## src/rtl/wiper_regfile.sv

```systemverilog
module wiper_regfile #(
  parameter int W = 6,
  parameter int WR_CYCLES = 20
) (
  input  logic           clk,
  input  logic           rst_n,
  input  logic           cmd_valid,
  input  logic [7:0]     cmd_byte,
  input  logic           data_valid,
  input  logic [7:0]     data_byte,
  input  logic           step_valid,
  input  logic           step_up,
  input  logic           stop,
  output logic           cmd_ack,
  output logic [7:0]     rd_data,
  output logic           busy,
  output logic [4*W-1:0] wipers
);
  localparam int NP = 4;
  localparam int NR = 4;
  localparam int CW = $clog2(WR_CYCLES) + 1;
  localparam logic [W-1:0] TOP = {W{1'b1}};

  localparam logic [3:0] OP_RWCR  = 4'b1001;
  localparam logic [3:0] OP_WWCR  = 4'b1010;
  localparam logic [3:0] OP_RDR   = 4'b1011;
  localparam logic [3:0] OP_WDR   = 4'b1100;
  localparam logic [3:0] OP_D2W   = 4'b1101;
  localparam logic [3:0] OP_W2D   = 4'b1110;
  localparam logic [3:0] OP_GD2W  = 4'b0001;
  localparam logic [3:0] OP_GW2D  = 4'b1000;
  localparam logic [3:0] OP_STEP  = 4'b0010;

  function automatic logic [W-1:0] image(int p, int r);
    return W'((16 * p + 5 * r + 3) % 64);
  endfunction

  logic [W-1:0] wcr [NP];
  logic [W-1:0] dr  [NP][NR];
  logic         active, nv_pend;
  logic [3:0]   op;
  logic [1:0]   psel, rsel;
  logic [W-1:0] nv_data;
  logic [CW-1:0] cnt;

  wire [3:0] new_op = cmd_byte[7:4];
  wire op_legal = (new_op == OP_RWCR) || (new_op == OP_WWCR) || (new_op == OP_RDR) ||
                  (new_op == OP_WDR)  || (new_op == OP_D2W)  || (new_op == OP_W2D) ||
                  (new_op == OP_GD2W) || (new_op == OP_GW2D) || (new_op == OP_STEP);

  assign cmd_ack = cmd_valid & ~busy & op_legal;

  wire wr_wcr  = active && op == OP_WWCR && data_valid;
  wire cap_dr  = active && op == OP_WDR  && data_valid;
  wire do_step = active && op == OP_STEP && step_valid;
  wire commit  = stop && nv_pend;

  wire [W-1:0] sel_wiper = wcr[psel];

  genvar g;
  generate
    for (g = 0; g < NP; g++) begin : g_out
      assign wipers[g*W +: W] = wcr[g];
    end
  endgenerate

  always_ff @(posedge clk or negedge rst_n) begin
    if (!rst_n) begin
      for (int p = 0; p < NP; p++) begin
        wcr[p] <= image(p, 0);
        for (int r = 0; r < NR; r++) dr[p][r] <= image(p, r);
      end
      active  <= 1'b0;
      nv_pend <= 1'b0;
      op      <= '0;
      psel    <= '0;
      rsel    <= '0;
      nv_data <= '0;
      busy    <= 1'b0;
      cnt     <= '0;
      rd_data <= '0;
    end else begin
      if (stop) begin
        active  <= 1'b0;
        nv_pend <= 1'b0;
      end

      if (commit) begin
        busy <= 1'b1;
        cnt  <= CW'(WR_CYCLES - 1);
        case (op)
          OP_WDR:  dr[psel][rsel] <= nv_data;
          OP_W2D:  dr[psel][rsel] <= wcr[psel];
          OP_GW2D: for (int p = 0; p < NP; p++) dr[p][rsel] <= wcr[p];
          default: ;
        endcase
      end else if (busy) begin
        if (cnt == '0) busy <= 1'b0;
        else cnt <= cnt - 1'b1;
      end

      if (cmd_ack) begin
        active  <= 1'b1;
        op      <= new_op;
        psel    <= cmd_byte[3:2];
        rsel    <= cmd_byte[1:0];
        nv_pend <= (new_op == OP_W2D) || (new_op == OP_GW2D);
        case (new_op)
          OP_RWCR: rd_data <= 8'(wcr[cmd_byte[3:2]]);
          OP_RDR:  rd_data <= 8'(dr[cmd_byte[3:2]][cmd_byte[1:0]]);
          OP_D2W:  wcr[cmd_byte[3:2]] <= dr[cmd_byte[3:2]][cmd_byte[1:0]];
          OP_GD2W: for (int p = 0; p < NP; p++) wcr[p] <= dr[p][cmd_byte[1:0]];
          default: ;
        endcase
      end

      if (wr_wcr) wcr[psel] <= data_byte[W-1:0];

      if (cap_dr) begin
        nv_data <= data_byte[W-1:0];
        nv_pend <= 1'b1;
      end

      if (do_step) begin
        if (step_up && sel_wiper != TOP) wcr[psel] <= sel_wiper + 1'b1;
        else if (!step_up && sel_wiper != '0) wcr[psel] <= sel_wiper - 1'b1;
      end
    end
  end

  // no register reaches the outputs while a write cycle runs
  a_r9_frozen: assert property (@(posedge clk) disable iff (!rst_n)
    busy |=> $stable(wipers));

  // write window opens only from a stop condition
  a_r7_busy_from_stop: assert property (@(posedge clk) disable iff (!rst_n)
    $rose(busy) |-> $past(stop));

  // direct wiper write lands on the selected wiper
  a_r3_wcr_write: assert property (@(posedge clk) disable iff (!rst_n)
    (wr_wcr && !cmd_valid) |=> sel_wiper == $past(data_byte[W-1:0]));

  // upward step moves exactly one code
  a_r10_step_up: assert property (@(posedge clk) disable iff (!rst_n)
    (do_step && step_up && sel_wiper != TOP && !cmd_valid) |=> sel_wiper == $past(sel_wiper) + 1'b1);

  // saturation at both ends
  a_r10_saturate: assert property (@(posedge clk) disable iff (!rst_n)
    (do_step && !cmd_valid && ((step_up && sel_wiper == TOP) || (!step_up && sel_wiper == '0)))
      |=> $stable(sel_wiper));

  // read byte never carries bits above the register width
  a_r4_read_pad: assert property (@(posedge clk) disable iff (!rst_n)
    $past(cmd_ack) |-> rd_data[7:W] == '0);
endmodule

```

## config.mk

```make
export PLATFORM = sky130hd
export DESIGN_NAME = wiper_regfile
export DESIGN_NICKNAME = d
export VERILOG_FILES = /design/src/rtl/wiper_regfile.sv
export SDC_FILE = /design/constraint.sdc
export NUM_CORES = 1
export LEC_CHECK = 0
export ABC_AREA = 0
export BUFFER_PORTS_ARGS = -buffer_cell sky130_fd_sc_hd__buf_2
export CELL_PAD_IN_SITES_DETAIL_PLACEMENT = 1
export CELL_PAD_IN_SITES_GLOBAL_PLACEMENT = 2
export CORE_AREA = 2 2 181 183
export DETAILED_ROUTE_END_ITERATION = 12
export DIE_AREA = 0 0 183 185
export GPL_TIMING_DRIVEN = 0
export HOLD_SLACK_MARGIN = 0.06
export PLACE_DENSITY = 0.87
export SLEW_MARGIN = 20
export SYNTH_ARGS = -nofsm -noshare
export SYNTH_HDL_FRONTEND = slang
export SYNTH_SLANG_ARGS = --single-unit
```

## constraint.sdc

```tcl
create_clock -name clk -period 3 [get_ports clk]
set_input_delay 0 -clock clk [delete_from_list [all_inputs] [get_ports clk]]
set_output_delay 0 -clock clk [all_outputs]
set_load 0.02 [all_outputs]
```

Word-level counts from Yosys, hierarchy flattened:

Index checks and enable logic that the tools add are counted.

* register bits: 151
* logic and storage cells: 154

* bitwise gates (word level): 7
* $add $sub $neg: 3
* muxes and demuxes: 60
* magnitude comparators: 7
* reduce and logical (&&, ||, !) cells: 32
* equal/unequal tests: 16

Operator list (number)
* $pmux 96 s3: 1
* $bwmux 24: 8
* $bwmux 96: 2
* $mux 24: 8
* $mux 6: 20
* $bmux 6 s2: 7
* $bmux 24 s2: 1
* $demux 24 s2: 1
* $pmux 24 s2: 1
* $eq 4x4->1 const B: 11
* $demux 6 s2: 3
* $pmux 8 s2: 1
* $ge 3x3->1 const B: 4
* $logic_and 1x1->1: 12
* $not 2->3: 4
* $sub 6x1->6 const B: 2
* $logic_or 1x1->1: 9
* $lt 3x1->1 const B: 3
* $eq 4x2->1 const B: 2
* $mux 1: 7
* $add 6x1->6 const B: 1
* $logic_not 6->1: 1
* $ne 6x6->1 const B: 1
* $reduce_and 2->1: 3
* other kinds (8): 12

Logic depth before layout (Yosys ltp):

Gate-level depths: netlist of run 1.

* depth after elaboration: 17
* depth in mapped cells: 13
* mapped depth without buffers: 8

Least setup slack after synthesis of run 1:

No wires, ideal clock.

* kind: reg-to-reg
* from: register psel[0]
* to: register wcr (netlist bit wipers[16])
* library setup time: 135 ps
* data required time: 2865 ps
* arrival time: 3125 ps
* path slack: -260 ps
* path buffers: 5
* stages on the path, launching flop included: 14
* period minus slack after synthesis: 3260 ps
* path through: dfrtp_1 -> buf_6 -> clkbuf_1 -> mux4_2 -> clkbuf_1 -> clkbuf_1 -> inv_1 -> ha_1 -> or4b_4 -> o21bai_4 -> buf_6 -> o31ai_1 -> a31oi_2 -> o22ai_1

* cells in the longest elaborated chain, start to end: 11
* elaborated cells on any way between the ends: 22
* classes of those cells: 2 x add/sub; 2 x order compare; 1 x eq/ne; 12 x mux; 1 x bitwise; 4 x reduce/logical

RTL lines
* start, declared: line 42 `logic [1:0] psel, rsel;`
* start signal, assigned: line 105 `psel <= cmd_byte[3:2];`
* $not 2->3 (implied by the code) (*)
* branches (longest 9 deep; another with $sub 6x1->6)
* $mux 24 (*): line 124 `if (do_step) begin`
* end signal, assigned by index: line 117 `if (wr_wcr) wcr[psel] <= data_byte[W-1:0];`
* end signal, assigned by index: line 125 `if (step_up && sel_wiper != TOP) wcr[psel] <= sel_wiper + 1'b1;`
* end signal, assigned by index: line 126 `else if (!step_up && sel_wiper != '0) wcr[psel] <= sel_wiper - 1'b1;`
* end, declared: line 38 `logic [W-1:0] wcr [NP];`

Mark *: on every way between the ends. The select of a mux whose other input is x is not followed.
A chain may end at the register's enable or synchronous reset.

Worst setup path in the final report of run 1:

Same ends and word-level chain as after synthesis.

==> metrics, run 1 <==
CP arrival=3.38 ns; crit path to=wipers[16]$_DFF_PN0_; Synth Flop Type=dfrtp_1; RD Place Congestion=1.07; DP HPWL=41100 um; slowest stage delay, CP=0.58 ns; Critical R2R Launch=psel[0]$_DFFE_PN0N_; Switching Share=46.4%; CP cell instances=buf_6 > clkbuf_16 > mux4_2 > clkbuf_16 > clkinv_8 > ha_4 > or4b_4 > o21bai_4 > buf_12 > o31ai_4 > a31oi_2 > buf_6 > o22ai_2; fin nets=1423; first-pass GRT wire length=83800 um; Slew Viols, Final=0; CP Launch Type=register; reg-to-reg endpoint=wipers[16]$_DFF_PN0_; Pleak=4.33 nW; Worst EP required=3.32 ns; Final Hold Violating Endpoints=0; initial antenna violation count=1; DRC=0; Post-DRT Antenna Nets=0; CTS tree=yes; top cell type's share of synthesized area=21.1%; synthesis warning total=0; Worst Max-Slew Pin Slew=1.21 ns; Crit Path Class=register to register; min cycle time layout=3.06 ns; number of global-route vias before repair=12200; GRT Util Overall=34.1%; Seq. cell area=0.00380 mm^2; WP depth=13; critical-path maximum fanout=8; total wire length=57400 um; Largest delay share family, worst path=buffers and inverters; Hold Slack=0.0641 ns; Post-Layout Cell Count=1817; Root Driver=clkbuf_16; Reg clk slew, reported paths=0.07 ns; RSZ-0062 raised after global routing=yes; r2r setup slk=-0.06 ns; core outline area=0.0320 mm^2; commonest non-fill, non-tap cell in the layout=nand2_1; Mean Syn Cell Area=8.50 um^2; Max Cap Viol=0; pwr dens=629 mW/mm^2; grt ovf=0; FFs w/ async S/R, synth=100%; Logic pwr share=41.9%; Synth Instances=1299; DR vias/cell=6.87; Yosys top cell by area=dfrtp_1; 1st-iter DRT viols=1682; CTS Buf Count=17; clk_lat worst skew=0.47 ns; placed cells=1757; worst reg2reg path depth=13; area occupied by multi-input gates=0.00699 mm^2; pre-CTS WS=-1.22 ns; sequential cell fraction of total power=29.1%; die footprint=0.0339 mm^2; fmax=0.327 GHz; Finished Core Util=40.6%; VDD IR max=0.433 mV; skew final=0.0207 ns; post-synthesis sequential area ratio=34.4%; fraction of layout cells with a size suffix above 1=20.7%; CP max stage cell=mux4_2; Die H=185 um; violated checks=setup timing; Area Overhead vs Synth=18.0%; clock tree sinks=149; IO Port Bufs=47; status=finished with violations; Max-slew headroom=19.0%; Distinct cells, synth=62; clock power share=29.1%; Worst Hold Class=input port to register; final worst slack=-0.0625 ns; most frequent cells in the layout=nand2_1 (344), a21oi_1 (113), o21ai_0 (109); TNS Setup=-0.146 ns; maximum buffer depth of the clock tree=2; top cells by area, synth=dfrtp_1 (21%), dfstp_2 (13%), mux4_2 (12%); via count=12500; Critical Path End Type=register; CP startpoint=psel[0]$_DFFE_PN0N_; sw power=3.80 mW; P_int=4.39 mW; I/O pin count=57; Initial Util=34.4%; Final Setup Violations=6; 1st-pass router iterations=5; filler instances=3808; post-synthesis cell area=0.0110 mm^2; Buf+Inv Stages, Crit Path=6; largest net degree at the start of global routing=86; # H-tree levels=4; final critical-path share of the clock period=102%; Die X=183 um; #FFs+latches synth=149; num rows=66; count of flip-flops with a built-in enable after synthesis=0; DR WL/cell=31.6 um
## synthesized netlist by cell type (3+ instances only)
master / count
nor2b_1: 10
nor3_1: 38
mux4_2: 61
nand4b_1: 3
nor2_1: 51
a221oi_1: 98
o221ai_1: 4
xnor2_1: 8
and2_1: 4
buf_2: 8
mux2_2: 8
or2_2: 3
and3_1: 5
dfstp_2: 56
a222oi_1: 12
ha_1: 5
o21ai_1: 15
nand2_1: 344
o22ai_1: 18
inv_1: 8
a21o_1: 3
nand2b_1: 8
or3_1: 4
dfrtp_1: 93
or2_1: 3
buf_1: 17
a221o_1: 11
nor4_1: 3
clkbuf_1: 78
o32ai_1: 5
xor2_1: 4
nand3_1: 7
a22o_1: 3
o21bai_1: 19
o21ai_0: 110
o31a_1: 4
mux2i_1: 14
a21oi_1: 116
## per-layer routing
layer / vias up / wire (um) / global-route usage [%]
met2: 886 / 24500 / 49.9
met5: - / 0 / 0
met1: 6324 / 21800 / 43.9
met3: 204 / 7140 / 10.9
met4: 0 / 3920 / 20.6
li1: 5076 / - / -
## through the flow
step | total power [mW] | area, um^2
finish | 8.19 | 13000
global route | 8.40 | 13000
CTS | 7.90 | 12900
detailed placement | 5.34 | 11900
global placement | 5.28 | 11800
floorplan | 4.03 | 11100
## cells by family (layout without fill, tap and decap cells)
family	after synthesis	in the layout	share of synthesized area, %
compound gates	440	440	26.5
xor+xnor	12	12	0.952
fa+ha+maj	5	5	0.567
buf+inv	117	225	4.27
flops	149	149	34.4
mux	83	83	14.5
other cells	1	3	0.0340
simple gates	492	492	18.7
## power groups by stage
| stage | Clock [mW] | Sequential, mW | Combinational, mW |
|---|---|---|---|
| 6_report | 2.38 | 2.38 | 3.43 |
| 5_1_grt | 2.48 | 2.40 | 3.52 |
| 4_1_cts | 2.38 | 2.37 | 3.14 |
| 3_5_place_dp | 0 | 2.40 | 2.94 |
| 3_3_place_gp | 0 | 2.39 | 2.89 |
| 2_1_floorplan | 0 | 2.34 | 1.69 |
## final cells by class
class	count	share of cell area, %
Buffer	104	3.78
Inverter	10	0.442
Antenna cell	1	0.0192
Clock buffer	19	3.33
Sequential cell	149	29.2
Multi-Input combinational cell	1034	53.7
Tap cell	408	3.92
Clock inverter	13	1.39
Timing Repair Buffer	79	4.22
## what timing repair did
item / 4_1_cts / 5_1_grt
pin swaps: 14 / 16
endpoints found under the setup margin: 87 / 58
endpoints found under the hold margin: 159 / 0
hold buffers: 10 / 0
cloned: 0 / 0
resized for setup: 44 / 42
buffers inserted: 14 / 6
## how the worst min path moves through the flow
stage | cells after the start | end | slack, ns | startpoint
floorplan | 0 | asynchronous set/reset pin | -0.30 | rst_n
global placement | 2 | cnt[5]$_DFFE_PN0P_ | 0.24 | stop
detailed placement | 1 | wipers[15]$_DFF_PN0_ | 0.001 | rst_n
CTS | 4 | op[0]$_DFFE_PN0N_ | 0.07 | cmd_byte[4]
global route | 4 | nv_pend$_DFFE_PN0P_ | 0.10 | data_valid
finish | 4 | nv_pend$_DFFE_PN0P_ | 0.06 | data_valid
## worst register-to-register path: cells and delay by family (launching register included)
kind	cells	cell delay, ns
fa+ha+maj	1	0.11
buf+inv	6	0.87
flops	1	0.34
compound gates	4	0.55
mux	1	0.58
simple gates	1	0.49
(Power assumes the default switching activity.)
==> run 2, diff against run 1 <==
--- a/config.mk
+++ b/config.mk
@@ -15,6 +15,7 @@
 export GPL_TIMING_DRIVEN = 0
 export HOLD_SLACK_MARGIN = 0.06
 export PLACE_DENSITY = 0.87
+export RECOVER_POWER = 25
 export SLEW_MARGIN = 20
 export SYNTH_ARGS = -nofsm -noshare
 export SYNTH_HDL_FRONTEND = slang
==> run 2 against run 1 <==
Net effect:
- utilization about the same
- combinational power about the same
- total power about the same
- the run ends with capacitance limit, slew limit, setup timing left
- count of clock-buffer cells in the layout unchanged
- sequential cell count unchanged
- clock skew up 0.0022 ns
- die area unchanged
==> metrics, run 2 (synthesis results as in run 1) <==
clock power share=29.1%; DR WL/cell=31.6 um; core outline area=0.0320 mm^2; Worst Hold Class=input port to register; sequential cell fraction of total power=29.1%; status=finished with violations; # H-tree levels=4; Reg clk slew, reported paths=0.07 ns; GRT Util Overall=34.1%; Pleak=4.33 nW; first-pass GRT wire length=83800 um; grt ovf=0; most frequent cells in the layout=nand2_1 (344), a21oi_1 (113), o21ai_0 (109); commonest non-fill, non-tap cell in the layout=nand2_1; Buf+Inv Stages, Crit Path=6; total wire length=57300 um; ant diodes=0; fraction of layout cells with a size suffix above 1=20.7%; CP arrival=3.39 ns; violated checks=capacitance limit, slew limit, setup timing; Die H=185 um; DRC=0; via count=12500; TNS Setup=-0.149 ns; Final Hold Violating Endpoints=0; DR vias/cell=6.90; Final Setup Violations=5; CP cell instances=buf_6 > clkbuf_16 > mux4_2 > clkbuf_16 > clkinv_8 > ha_4 > or4b_4 > o21bai_4 > buf_12 > o31ai_4 > a31oi_2 > buf_6 > o22ai_2; area occupied by multi-input gates=0.00699 mm^2; IO Port Bufs=47; critical-path maximum fanout=8; pwr dens=629 mW/mm^2; Slew Viols, Final=65; Seq. cell area=0.00380 mm^2; final worst slack=-0.0642 ns; filler instances=3810; 1st-iter DRT viols=1682; pre-CTS WS=-1.22 ns; Finished Core Util=40.6%; DP HPWL=41100 um; CTS Buf Count=17; CP max stage cell=mux4_2; Worst EP required=3.32 ns; Total Power=8.18 mW; VDD IR max=0.432 mV; num rows=66; number of global-route vias before repair=12200; I/O pin count=57; Crit Path Class=register to register; clk_lat worst skew=0.48 ns; RSZ-0062 raised after global routing=yes; Root Driver=clkbuf_16; fmax=0.326 GHz; final critical-path share of the clock period=102%; Max-slew headroom=-24.2%; sw power=3.79 mW; slowest stage delay, CP=0.58 ns; Critical Path End Type=register; CP Launch Type=register; Switching Share=46.4%; Worst Max-Slew Pin Slew=1.86 ns; largest net degree at the start of global routing=86; maximum buffer depth of the clock tree=2; Max Cap Viol=1; 1st-pass router iterations=6; Area Overhead vs Synth=17.9%; Initial Util=34.4%; RD Place Congestion=1.07; Post-DRT Antenna Nets=0; Hold Slack=0.0644 ns; fin nets=1423; min cycle time layout=3.06 ns; Largest delay share family, worst path=buffers and inverters; skew final=0.0229 ns; die footprint=0.0339 mm^2; P_int=4.39 mW; Logic pwr share=41.8%; CTS tree=yes; clock tree sinks=149; initial antenna violation count=1; Die X=183 um
## run 2: power groups by stage
stage / clock network (mW) / logic, mW / registers (mW)
6_report: 2.38 / 3.42 / 2.38
5_1_grt: 2.48 / 3.52 / 2.40
4_1_cts: 2.38 / 3.14 / 2.37
3_5_place_dp: 0 / 2.94 / 2.40
3_3_place_gp: 0 / 2.89 / 2.39
2_1_floorplan: 0 / 1.69 / 2.34
## run 2: metal layers
layer  global-route usage (%)  part of all wire [%]
met5                        0                     0
met4                     20.6                   7.0
met2                     49.9                    43
met3                     10.9                    13
met1                     43.9                    38
## run 2: worst min-delay path, stage by stage
cell,delay (ns)
buf_2,0.09
nand3_1,0.09
nor3_2,0.17
a311o_1,0.14
## run 2: what timing repair did
action | CTS | global route
cloned | 0 | 0
setup endpoints to repair | 87 | 58
setup buffers | 14 | 6
pin swaps | 14 | 16
gates resized for setup | 44 | 42
hold endpoints to repair | 159 | 0
hold buffers | 10 | 0
## run 2: area by class of cell
cell class                 instances  area share (%)
inverter                          10           0.442
multi-input combinational       1034            53.8
timing repair buffer              79            4.15
clock inverter                    13            1.39
tap                              408            3.92
sequential                       149            29.2
clock buffer                      19            3.33
buffer                           104            3.78
## run 2: path summary, 6_finish.rpt
check	startpoint	endpoint	slack, ns	cells past startpoint
min in group asynchronous	rst_n	wipers[15]$_DFF_PN0_	0.56	2
hold reg to reg	rd_data[3]$_DFFE_PN0P_	rd_data[3]$_DFFE_PN0P_	0.48	2
hold / removal	data_valid	nv_pend$_DFFE_PN0P_	0.06	4
max in group asynchronous	rst_n	asynchronous set/reset pin	1.18	3
setup / recovery	psel[0]$_DFFE_PN0N_	wipers[16]$_DFF_PN0_	-0.06	13
setup reg to reg	psel[0]$_DFFE_PN0N_	wipers[16]$_DFF_PN0_	-0.06	13
## run 2: through the flow
stage	instances	cell area, um^2
5_1_grt	1816	13000
6_report	1816	13000
3_3_place_gp	1755	11800
2_1_floorplan	1300	11100
4_1_cts	1812	12900
3_5_place_dp	1757	11900
==> run 3, diff against run 2 <==
==> constraint.sdc (replaced) <==
create_clock -name clk -period 3 [get_ports clk]
set_input_delay 0 -clock clk [delete_from_list [all_inputs] [get_ports clk]]
set_output_delay 0 -clock clk [all_outputs]
set_load 0.005 [all_outputs]
==> run 3 against run 2 <==
Net effect:
- the flow still finishes with violations (capacitance limit, slew limit, setup timing)
- sequential cell count is the same
- global-route usage did not move
- critical path depth did not move
- sequential power is essentially flat
- clock power hardly changed
- cell area is essentially flat
- first-iteration DRC count is the same
- worst setup slack got worse by 0.0029 ns
- total power fell by 0.44%
- combinational power barely moved
- maximum frequency about the same
- utilization is essentially flat
- critical path type unchanged
- largest power group unchanged
- highest routed layer unchanged
==> metrics, run 3 (synthesis results as in run 1) <==
Post-DRT Antenna Nets=0; largest net degree at the start of global routing=86; RSZ-0062 raised after global routing=yes; Die X=183 um; initial antenna violation count=1; fin nets=1423; CTS tree=yes; Total Power=8.14 mW; total wire length=57300 um; maximum buffer depth of the clock tree=2; Max-slew headroom=-24.1%; WHS Path Cells=4; number of global-route vias before repair=12200; Root Driver=clkbuf_16; final critical-path share of the clock period=102%; DR WL/cell=31.6 um; # H-tree levels=4; 1st-pass router iterations=6; clk_lat worst skew=0.48 ns; fmax=0.326 GHz; min cycle time layout=3.07 ns; Hold Path End=nv_pend$_DFFE_PN0P_; Slew Viols, Final=65; fraction of layout cells with a size suffix above 1=20.5%; Die H=185 um; Area Overhead vs Synth=17.8%; reg-to-reg endpoint=wipers[16]$_DFF_PN0_; CTS Buf Count=17; Reg clk slew, reported paths=0.07 ns; r2r setup slk=-0.07 ns; Max Cap Viol=1; ant diodes=0; Final Hold Violating Endpoints=0; Pleak=4.31 nW; clock tree sinks=149; pwr dens=626 mW/mm^2; first-pass GRT wire length=83800 um; status=finished with violations; Crit Path Class=register to register; die footprint=0.0339 mm^2; IO Port Bufs=47; via count=12500; CP arrival=3.39 ns; 1st-iter DRT viols=1682; Worst Max-Slew Pin Slew=1.86 ns; commonest non-fill, non-tap cell in the layout=nand2_1; Critical R2R Launch=psel[0]$_DFFE_PN0N_; core outline area=0.0320 mm^2; Initial Util=34.4%; Hold Path Origin=data_valid; Critical Path End Type=register; Hold Slack=0.0644 ns; CP Launch Type=register; most frequent cells in the layout=nand2_1 (344), a21oi_1 (113), o21ai_0 (109); Worst Hold Class=input port to register; violated checks=capacitance limit, slew limit, setup timing; filler instances=3812; GRT Util Overall=34.1%; skew final=0.0228 ns; RD Place Congestion=1.07; DR vias/cell=6.90; grt ovf=0; num rows=66; worst reg2reg path depth=13; DP HPWL=41100 um; VDD IR max=0.432 mV; final worst slack=-0.0671 ns; critical-path maximum fanout=8; DRC=0; Worst EP required=3.32 ns; Final Setup Violations=6; I/O pin count=57
==> run 3: cell types whose count changed in the layout (fill, tap and decap cells not counted), sizes merged <==
cell    previous run  this run
clkbuf            97       100
buf               95        92
==> run 3: timing repair <==
| item | 4_1_cts | 5_1_grt |
|---|---|---|
| pin swaps | 14 | 16 |
| endpoints found under the hold margin | 159 | 0 |
| gates cloned | 0 | 0 |
| hold buffers | 10 | 0 |
| gates resized for setup | 44 | 42 |
| setup buffers | 14 | 6 |
| setup endpoints to repair | 87 | 58 |
==> run 3: routing by layer <==
layer | GRT usage, % | routed length, um
met2 | 49.9 | 24400
met4 | 20.6 | 4020
met5 | 0 | 0
met3 | 10.9 | 7350
met1 | 43.9 | 21600
==> run 3: how the worst max path moves through the flow <==
stage,depth (start not counted),from,to
CTS,14,psel[0]$_DFFE_PN0N_,wipers[16]$_DFF_PN0_
global route,13,psel[0]$_DFFE_PN0N_,wipers[16]$_DFF_PN0_
finish,13,psel[0]$_DFFE_PN0N_,wipers[16]$_DFF_PN0_
floorplan,13,psel[0]$_DFFE_PN0N_,wipers[16]$_DFF_PN0_
detailed placement,12,psel[1]$_DFFE_PN0N_,wipers[4]$_DFF_PN0_
global placement,12,psel[1]$_DFFE_PN0N_,wipers[4]$_DFF_PN0_
==> run 3: layout make-up <==
cell class                      count  area (um^2)  area share (%)
Buffer                            104          492            3.78
Sequential cell                   149         3800            29.2
Multi-Input combinational cell   1034         6990            53.8
Clock buffer                       19          433            3.33
Timing Repair Buffer               79          536            4.12
Clock inverter                     13          181            1.40
Inverter                           10         57.6           0.443
Tap cell                          408          510            3.93
==> run 3: through the flow <==
stage / setup WS [ns] / cells / util (%) / instance area, um^2 / setup TNS [ns]
2_1_floorplan: -0.00611 / 1300 / - / 11100 / -0.00611
3_3_place_gp: -1.22 / 1755 / 36.9 / 11800 / -91.78
3_5_place_dp: -1.22 / 1757 / 37.0 / 11900 / -26.09
4_1_cts: -0.105 / 1812 / 40.2 / 12900 / -1.08
5_1_grt: -0.118 / 1816 / 40.6 / 13000 / -0.940
6_report: -0.0671 / 1816 / 40.6 / 13000 / -0.170
==> run 3: where the power goes <==
group | switching, mW | internal (mW) | leakage (nW)
Sequential | 0.222 | 2.16 | 1.85
Combinational | 2.55 | 0.840 | 2.18
Clock | 0.991 | 1.39 | 0.285
Total | 3.76 | 4.39 | 4.31
==> run 3: worst max-delay path, cell delays in order, from the launching register on <==
cell and delay (ns):
dfrtp_1 0.34, buf_6 0.10, clkbuf_16 0.13, mux4_2 0.59, clkbuf_16 0.20, clkinv_8 0.04, ha_4 0.12, or4b_4 0.49
o21bai_4 0.21, buf_12 0.19, o31ai_4 0.07, a31oi_2 0.18, buf_6 0.18, o22ai_2 0.08
